===== src/rtl/pad_pkg.sv =====
`timescale 1ns/1ps
package pad_pkg;
  localparam int unsigned LANE_BITS = 8;

  // A lane lies inside the minimum-length region when its index is below the floor.
  function automatic logic lane_in_floor(int unsigned lane, int unsigned floor_len);
    return lane < floor_len;
  endfunction

  // Lane is added by padding: inside the floor and not already carried.
  function automatic logic lane_added(logic fill_en, logic in_floor, logic kept);
    return fill_en & in_floor & ~kept;
  endfunction
endpackage


===== src/rtl/pad_frame_tracker.sv =====
`timescale 1ns/1ps
module pad_frame_tracker (
  input  logic clk,
  input  logic rst_n,
  input  logic beat_fire,
  input  logic beat_last,
  output logic at_start
);
  always_ff @(posedge clk or negedge rst_n) begin
    if (!rst_n)         at_start <= 1'b1;
    else if (beat_fire) at_start <= beat_last;
  end
endmodule


===== src/rtl/pad_lane_fill.sv =====
`timescale 1ns/1ps
module pad_lane_fill #(
  parameter int unsigned BYTES   = 64,
  parameter int unsigned MIN_LEN = 60,
  localparam int unsigned DW     = BYTES * pad_pkg::LANE_BITS
) (
  input  logic [DW-1:0]    data_i,
  input  logic [BYTES-1:0] keep_i,
  input  logic             fill_en,
  output logic [DW-1:0]    data_o,
  output logic [BYTES-1:0] keep_o
);
  for (genvar b = 0; b < BYTES; b++) begin : g_lane
    localparam logic IN_FLOOR = pad_pkg::lane_in_floor(b, MIN_LEN);
    logic add;
    assign add = pad_pkg::lane_added(fill_en, IN_FLOOR, keep_i[b]);
    assign keep_o[b] = keep_i[b] | add;
    assign data_o[b*8 +: 8] = add ? 8'h00 : data_i[b*8 +: 8];
  end
endmodule


===== src/rtl/tx_min_frame_pad.sv =====
`timescale 1ns/1ps
module tx_min_frame_pad #(
  parameter int unsigned BYTES   = 64,
  parameter int unsigned MIN_LEN = 60,
  localparam int unsigned DW     = BYTES * pad_pkg::LANE_BITS,
  localparam int unsigned CNT_W  = $clog2(BYTES + 1)
) (
  input  logic             clk,
  input  logic             rst_n,
  input  logic [DW-1:0]    in_data,
  input  logic [BYTES-1:0] in_keep,
  input  logic             in_last,
  input  logic             in_valid,
  output logic             in_ready,
  output logic [DW-1:0]    out_data,
  output logic [BYTES-1:0] out_keep,
  output logic             out_last,
  output logic             out_valid,
  input  logic             out_ready
);
  logic             beat_fire;
  logic             at_start;
  logic             pad_evt;
  logic [CNT_W-1:0] kept_lanes;

  assign in_ready  = out_ready;
  assign out_valid = in_valid;
  assign out_last  = in_last;
  assign beat_fire = in_valid & out_ready;

  always_comb begin
    kept_lanes = '0;
    for (int i = 0; i < BYTES; i++) kept_lanes = kept_lanes + CNT_W'(in_keep[i]);
  end

  assign pad_evt = at_start & in_last & (kept_lanes < CNT_W'(MIN_LEN));

  pad_frame_tracker u_track (
    .clk       (clk),
    .rst_n     (rst_n),
    .beat_fire (beat_fire),
    .beat_last (in_last),
    .at_start  (at_start)
  );

  pad_lane_fill #(.BYTES(BYTES), .MIN_LEN(MIN_LEN)) u_fill (
    .data_i  (in_data),
    .keep_i  (in_keep),
    .fill_en (pad_evt),
    .data_o  (out_data),
    .keep_o  (out_keep)
  );
endmodule


===== config.mk =====
export PLATFORM = sky130hd
export DESIGN_NAME = tx_min_frame_pad
export DESIGN_NICKNAME = d
export VERILOG_FILES = /design/src/rtl/pad_pkg.sv /design/src/rtl/pad_frame_tracker.sv /design/src/rtl/pad_lane_fill.sv /design/src/rtl/tx_min_frame_pad.sv
export SDC_FILE = /design/constraint.sdc
export NUM_CORES = 1
export LEC_CHECK = 0
export CAP_MARGIN = 20
export CORE_AREA = 5 5 443 445
export CTS_CLUSTER_DIAMETER = 60
export DETAILED_ROUTE_END_ITERATION = 16
export DIE_AREA = 0 0 448 450
export PLACE_DENSITY = 0.3
export RECOVER_POWER = 50
export SETUP_SLACK_MARGIN = 0.15
export SLEW_MARGIN = 20
export SYNTH_ARGS = -nofsm -noshare
export SYNTH_HDL_FRONTEND = slang
export SYNTH_SLANG_ARGS = --single-unit
export TNS_END_PERCENT = 20

===== constraint.sdc =====
create_clock -name clk -period 9.15 [get_ports clk]
set_clock_uncertainty 0.15 [all_clocks]
set_input_delay 0.915 -clock clk [delete_from_list [all_inputs] [get_ports clk]]
set_output_delay 0.915 -clock clk [all_outputs]
set_load 0.005 [all_outputs]

==> impl_results.md, run 1 <==
* 1st-pass router iterations at 4
* Pin count of the biggest net entering global routing at 47
* Max FO, Critical Path at 8
* Crit path DAT at between 7 and 8 ns
* Synthesized area at 0.00641 mm2
* Global placer's final weighted congestion at ~0.98
* Hold Crit Start: u_track.at_start$_DFFE_PN1P_
* Fmax at ~0.11 GHz
* Power share of the sequential group at less than 1%
* Worst Tran Pin Value at a little under 0.9 ns
* All-Layer GR Usage at between 15 and 20%
* Post-detailed-route count of antenna-violating nets at 0
* Detail Placement HPWL at about 160000 um
* Int Power at around 5.5 mW
* Final period util at roughly 100%
* First-pass GRT wire length at 201000 um
* Yosys top cell by area: o21a_1
* Fin nets at about 2600
* Top reg by flops: u_track.at_start
* Worst IR Drop VDD at between 0.8 and 0.9 mV
* Largest regs: u_track.at_start x1
* Status: finished, final reports clean
* Final core utilization at 12.0%
* Synthesized Nets at between 1500 and 2000
* Std cell rows at between 150 and 200
* Worst r2r src: u_track.at_start$_DFFE_PN1P_
* Area delta synth->final at 258%
* RSZ-0062 raised after global routing: true
* Synth top area share at between 50% and 60%
* Slew Viols, Final at 0
* Die X at around 450 um
* Worst Setup Path Type: in -> out
* Die ar. at 0.202 mm2
* Sequential fraction of the synthesis area at 0.410%
* PortBufs at around 1100
* Hold Crit Class: reg -> reg
* Vias in the first global route at roughly 13000
* CP Launch Type: input pin
* Largest register FFs at 1
* Layout cells sized above 1 at 21.6%
* Max-Cap Viols at 0
* # setup viols final at 0
* Highest-count cells in the layout ignoring fill and taps: clkdlybuf4s50_1 (709), o21a_1 (461), buf_4 (204)
* Initial antenna violation count at between 100 and 150
* Cells after Synth at ~870
* Clk pin slew, worst setup/hold paths at 0 ns
* Clock share of power at 0%
* Sw Share at between 40% and 50%
* Final wirelength at 172000 um
* Hold Path Depth at 1
* Worst r2r path cells at 1
* Fillers at around 22000
* DRC viols at 0
* Routed via count at roughly 12000
* Post-synth cell types at 20
* Hold Path End: u_track.at_start$_DFFE_PN1P_
* Worst reg2reg setup slack at roughly 8.3 ns
* FF/Latch Area at between 20 and 30 um2
* Synth Warn # at 0
* PwrDens at approximately 470 mW/mm2
* Clock latency on the worst-skew pair at 0 ns
* LEAKAGE at ~9.6 nW
* Syn Area/Cell at 7.36 um2
* CP Capture Type: output pin
* Post-route minimum period at about 9.0 ns
* Area of the multi-input gates at roughly 0.0054 mm2
* Commonest non-fill, non-tap cell in the layout: clkdlybuf4s50_1
* Hold Violations, Final at 0
* Setup TNS at 0 ns
* Grt ovf at 0
* Starting Density at under 10%
* Required @ worst endpoint at 8.09 ns
* DR iter-0 viols at 504
* Core Region at roughly 0.19 mm2
* Worst slew margin at approximately 42%
* Crit Reg-Reg Endpoint: u_track.at_start$_DFFE_PN1P_
* Die Y at around 450 um
* Synth Register Bits at 1
* Synth area leaders: o21a_1 (56%), fa_1 (17%), inv_1 (5.3%)
* Net Switching at 5.38 mW
* Top-Level Pins at approximately 1200
* Comb pwr share at around 100%
* Vias per cell at ~2.7
* Hold_buf cts at 0
* Avg WL per Cell at 38.2 um
==> metal layers <==
| layer | vias to the layer above | share of wire (%) | global-route usage, % |
|---|---|---|---|
| met4 | 14 | 1.3 | 0.874 |
| li1 | 5114 | - | - |
| met1 | 5845 | 39 | 18.4 |
| met2 | 780 | 51 | 29.8 |
| met3 | 279 | 8.9 | 6.04 |
| met5 | - | 0.063 | 0 |
==> synthesized netlist by cell type <==
| library cell | n |
|---|---|
| nor2_1 | 1 |
| buf_4 | 39 |
| a211oi_1 | 1 |
| buf_2 | 57 |
| o21a_1 | 480 |
| ha_1 | 14 |
| fa_1 | 53 |
| buf_1 | 17 |
| nand2_1 | 46 |
| mux2_2 | 1 |
| xor2_1 | 2 |
| nand2b_1 | 18 |
| clkbuf_1 | 45 |
| a311oi_1 | 1 |
| a31o_2 | 1 |
| inv_1 | 90 |
| o311ai_4 | 1 |
| o211ai_1 | 2 |
| dfstp_2 | 1 |
| nand4b_1 | 1 |
==> critical path: stages <==
cell and delay (ns):
clkdlybuf4s50_1 0.48, buf_6 0.13, inv_2 0.07, fa_1 0.48, buf_12 0.16, fa_2 0.57
fa_1 0.44, fa_1 0.39, inv_2 0.07, fa_1 0.42, fa_2 0.60, fa_1 0.44
fa_1 0.57, ha_4 0.23, nand4b_1 0.13, nand2_1 0.10, o311ai_4 0.28, buf_4 0.18
buf_12 0.16, buf_16 0.16, buf_12 0.12, buf_4 0.12, o21a_1 0.12, clkdlybuf4s50_1 0.52
==> final cells by class <==
| type | instances | share of cell area (%) |
|---|---|---|
| well taps | 2526 | 13.8 |
| inverters | 90 | 1.49 |
| diodes | 14 | 0.153 |
| multi-input cells | 622 | 23.7 |
| repair buffers | 1247 | 60.8 |
| flip-flops and latches | 1 | 0.115 |
==> power by group through the flow <==
stage,combinational (mW),sequential [mW],clock [mW]
floorplan,3.18,0.00583,0
global placement,9.11,0.00589,0
global route,11.6,0.00607,0.0000000313
CTS,10.2,0.00593,0
detailed placement,9.03,0.00592,0
finish,10.9,0.00591,0.000000222
==> per-stage QoR <==
| stage | std cells | total power, mW | setup WS [ns] | cell area, um2 | hold slack [ns] |
|---|---|---|---|---|---|
| floorplan | 871 | 3.19 | 1.39 | 6410 | 0.454 |
| global placement | 4444 | 9.12 | -0.284 | 21500 | 0.464 |
| detailed placement | 4444 | 9.03 | -0.214 | 21500 | 0.470 |
| CTS | 4467 | 10.2 | 0.0000524 | 22200 | 0.470 |
| global route | 4488 | 11.6 | -0.0172 | 22900 | 0.487 |
| finish | 4500 | 10.9 | 0.194 | 22900 | 0.466 |
==> repair_timing <==
action,in CTS,in global routing
endpoints found under the setup margin,410,457
resized for setup,79,177
pin swaps,13,25
cloned,11,6
buffers inserted,12,13
==> cells by family (layout without fill, tap and decap cells) <==
logic type	Yosys count	after routing	synth area share, %
fa+ha+maj	67	67	19.3
buf+inv	248	1337	17.9
simple gates	66	66	4.65
compound gates	486	486	57.3
other cells	0	14	0
xor+xnor	2	2	0.273
mux	1	1	0.176
flops	1	1	0.410
==> worst max path at each step <==
| stage | from | endpoint | slack (ns) | depth (start not counted) |
|---|---|---|---|---|
| after CTS | in_keep[51] | out_data[120] | 0.00005 | 25 |
| after detailed placement | in_keep[59] | out_data[288] | -0.21 | 25 |
| final | in_keep[15] | out_data[122] | 0.19 | 24 |
| after global placement | in_keep[51] | out_data[32] | -0.28 | 25 |
| after global routing | in_keep[15] | out_data[122] | -0.02 | 24 |
| after floorplan | in_keep[47] | out_data[0] | 1.39 | 22 |
Power figures use the tool's default switching activity.
==> run 2: changes to the inputs <==
- CORE_AREA: 5 5 443 445 -> 2 2 453 455
- CTS_CLUSTER_SIZE: unset -> 24
- DIE_AREA: 0 0 448 450 -> 0 0 455 457
==> run 2 against run 1 <==
Global-route usage down 0.12 points. Total power is 15% lower. Critical path depth shrank 3. Fmax is 0.19% lower. Sequential share of layout area barely moved. Critical path type unchanged.
==> impl_results.md, run 2 (synthesized netlist as in run 1, its figures left out) <==
* Vias per cell at 2.59 (-3.2%)
* Total power at 9.23 mW (-15%)
* Slowest stage delay, CP at 0.71 ns (+0.11 ns)
* Top reg by flops: u_track.at_start
* Grt ovf at 0 (unchanged)
* Clock latency on the worst-skew pair at 0 ns (unchanged)
* Status: finished, final reports clean
* Core Region at 0.203 mm2 (+6.0%)
* # setup viols final at 0 (unchanged)
* First-pass GRT wire length at 202000 um (+0.42%)
* Crit-path cells: clkdlybuf4s15_2, inv_1, fa_2, fa_2, fa_2, fa_1, fa_2, fa_2, fa_2, inv_2, fa_1, ha_1, a311oi_1, clkbuf_1, o311ai_4, buf_6, buf_12, clkbuf_1, buf_16, o21a_1, clkdlybuf4s50_1
* Largest regs: u_track.at_start x1
* Sw Share at 52.8% (+3.3 points)
* Net Switching at 4.88 mW (-9.3%)
* Top-Level Pins at 1160 (unchanged)
* Die ar. at 0.208 mm2 (+3.1%)
* DRC viols at 0 (unchanged)
* Global placer's final weighted congestion at 0.956 (-2.3%)
* Worst reg2reg setup slack at 8.30 ns (about the same)
* Starting Density at 3.15% (-0.19 points)
* Vias in the first global route at 12400 (-2.2%)
* Post-detailed-route count of antenna-violating nets at 0 (unchanged)
* Final wirelength at 175000 um (+1.8%)
* Worst Tran Pin Value at 0.757 ns (-0.109 ns)
* Int Power at 4.36 mW (-21%)
* Area delta synth->final at 236%
* Worst Setup Path Type: in -> out
* Final period util at 98.1% (+0.19 points)
* Most used cell, CP: fa_2
* Slowest CP cell: fa_2
* Commonest non-fill, non-tap cell in the layout: clkdlybuf4s50_1
* Highest-count cells in the layout ignoring fill and taps: clkdlybuf4s50_1 (759), o21a_1 (477), buf_4 (133)
* Non-filler cells in the finished layout at 4656 (+3.5%)
* Max-Cap Viols at 0 (unchanged)
* Clock share of power at 0% (unchanged)
* Crit path DAT at 7.91 ns (+0.02 ns)
* Initial antenna violation count at 149 (+0.68%)
* Routed via count at 12000 (+0.13%)
* Worst slew margin at 49.5% (+7.4 points)
* Placed insts at 4616 (+3.9%)
* CP Capture Type: output pin
* Final core utilization at 10.6% (-1.4 points)
* Layout cells sized above 1 at 17.1% (-4.5 points)
* Power share of the sequential group at 0.1% (about the same)
* Die X at 455 um (+1.6%)
* Hold_buf cts at 0 (unchanged)
* PwrDens at 428 mW/mm2 (-9.6%)
* RSZ-0062 raised after global routing: true
* CP Launch Type: input pin
* Max FO, Critical Path at 22 (+14)
* Slew Viols, Final at 0 (unchanged)
* Largest register FFs at 1 (unchanged)
* Worst IR Drop VDD at 0.456 mV (-46%)
* All-Layer GR Usage at 16.0% (-0.12 points)
* Required @ worst endpoint at 8.09 ns (about the same)
* DR iter-0 viols at 543 (+7.7%)
* Fillers at 23600 (+6.8%)
* Fmax at 0.111 GHz (-0.19%)
* Die Y at 457 um (+1.6%)
* 1st-pass router iterations at 7 (+3)
* LEAKAGE at 7.74 nW (-19%)
* Post-route minimum period at 8.97 ns (+0.0174 ns)
* Detail Placement HPWL at 164000 um (+3.0%)
* Comb pwr share at 99.9% (about the same)
* Fin nets at 2602 (-0.31%)
* Std cell rows at 166 (+3.1%)
* Pin count of the biggest net entering global routing at 44 (-6.4%)
* Hold Violations, Final at 0 (unchanged)
* Hold Crit Class: reg -> reg
* Avg WL per Cell at 37.6 um (-1.6%)
* Clk pin slew, worst setup/hold paths at 0.01 ns (about the same)
* PortBufs at 1095 (unchanged)
run 2: changes by cell type in the layout (fill, tap and decap cells not counted), sizes merged:
cell,before,now
diode,14,16
clkinvlp,1,3
dlygate4sd3,9,40
dlymetal6s2s,123,14
clkbuf,5,129
inv,89,87
clkdlybuf4s15,0,2
buf,358,244
dlygate4sd2,37,29
clkdlybuf4s50,709,759
bufbuf,6,2
clkdlybuf4s25,0,20
run 2: worst paths after layout:
| path | from | endpoint | depth (start not counted) |
|---|---|---|---|
| min in group asynchronous | rst_n | u_track.at_start$_DFFE_PN1P_ | 1 |
| min | u_track.at_start$_DFFE_PN1P_ | u_track.at_start$_DFFE_PN1P_ | 1 |
| max in group asynchronous | rst_n | u_track.at_start$_DFFE_PN1P_ | 1 |
| min reg2reg | u_track.at_start$_DFFE_PN1P_ | u_track.at_start$_DFFE_PN1P_ | 1 |
| max | in_keep[11] | out_data[413] | 21 |
| max reg2reg | u_track.at_start$_DFFE_PN1P_ | u_track.at_start$_DFFE_PN1P_ | 1 |
run 2: timing repair:
item,4_1_cts,5_1_grt
resized for setup,91,59
pin swaps,22,13
endpoints found under the hold margin,0,0
setup buffers,13,2
cloned,5,4
endpoints found under the setup margin,501,331
run 2: area by class of cell:
| cell class | instances | area (um2) | share of cell area [%] |
|---|---|---|---|
| tap | 2688 | 3360 | 15.6 |
| sequential | 1 | 26.3 | 0.122 |
| antenna | 16 | 40.0 | 0.186 |
| multi-input combinational | 622 | 5300 | 24.6 |
| inverter | 90 | 352 | 1.63 |
| timing repair buffer | 1239 | 12500 | 57.9 |
run 2: power groups by stage:
stage                     registers (mW)  clock network, mW  logic, mW
after floorplan                  0.00583                  0       3.18
after global placement           0.00597                  0       9.25
after detailed placement         0.00594                  0       9.15
after CTS                        0.00586                  0       9.94
after global routing             0.00592       0.0000000907       9.97
final                            0.00585        0.000000469       9.23
run 2: critical path: cells and delay by family:
family	cells	cell delay (ns)
AOI/OAI and AO/OA	3	0.52
adders and majority gates	9	4.42
buffers and inverters	9	1.97
run 2: metrics by stage:
step           hold WS, ns  worst slack [ns]  cell area [um2]  TNS (ns)
4_1_cts              0.466            0.0477            22600         0
5_1_grt              0.471            0.0630            21500         0
2_1_floorplan        0.454              1.39             6410         0
6_report             0.466             0.177            21600         0
3_3_place_gp         0.466            -0.397            22100    -86.91
3_5_place_dp         0.466            -0.363            22100    -77.77
run 2: layer usage:
| metal | GRT usage, % | vias to the layer above | part of all wire [%] |
|---|---|---|---|
| li1 | - | 5089 | - |
| met1 | 19.7 | 5723 | 42 |
| met2 | 26.9 | 914 | 46 |
| met3 | 6.34 | 298 | 10 |
| met4 | 1.84 | 24 | 2.0 |
| met5 | 0 | - | 0.12 |
==> run 3: changes to the inputs <==
- ABC_CLOCK_PERIOD_IN_PS: unset -> 9150
==> results of run 3 <==
The final DEF is identical to that of run 2; final timing and power are the same.
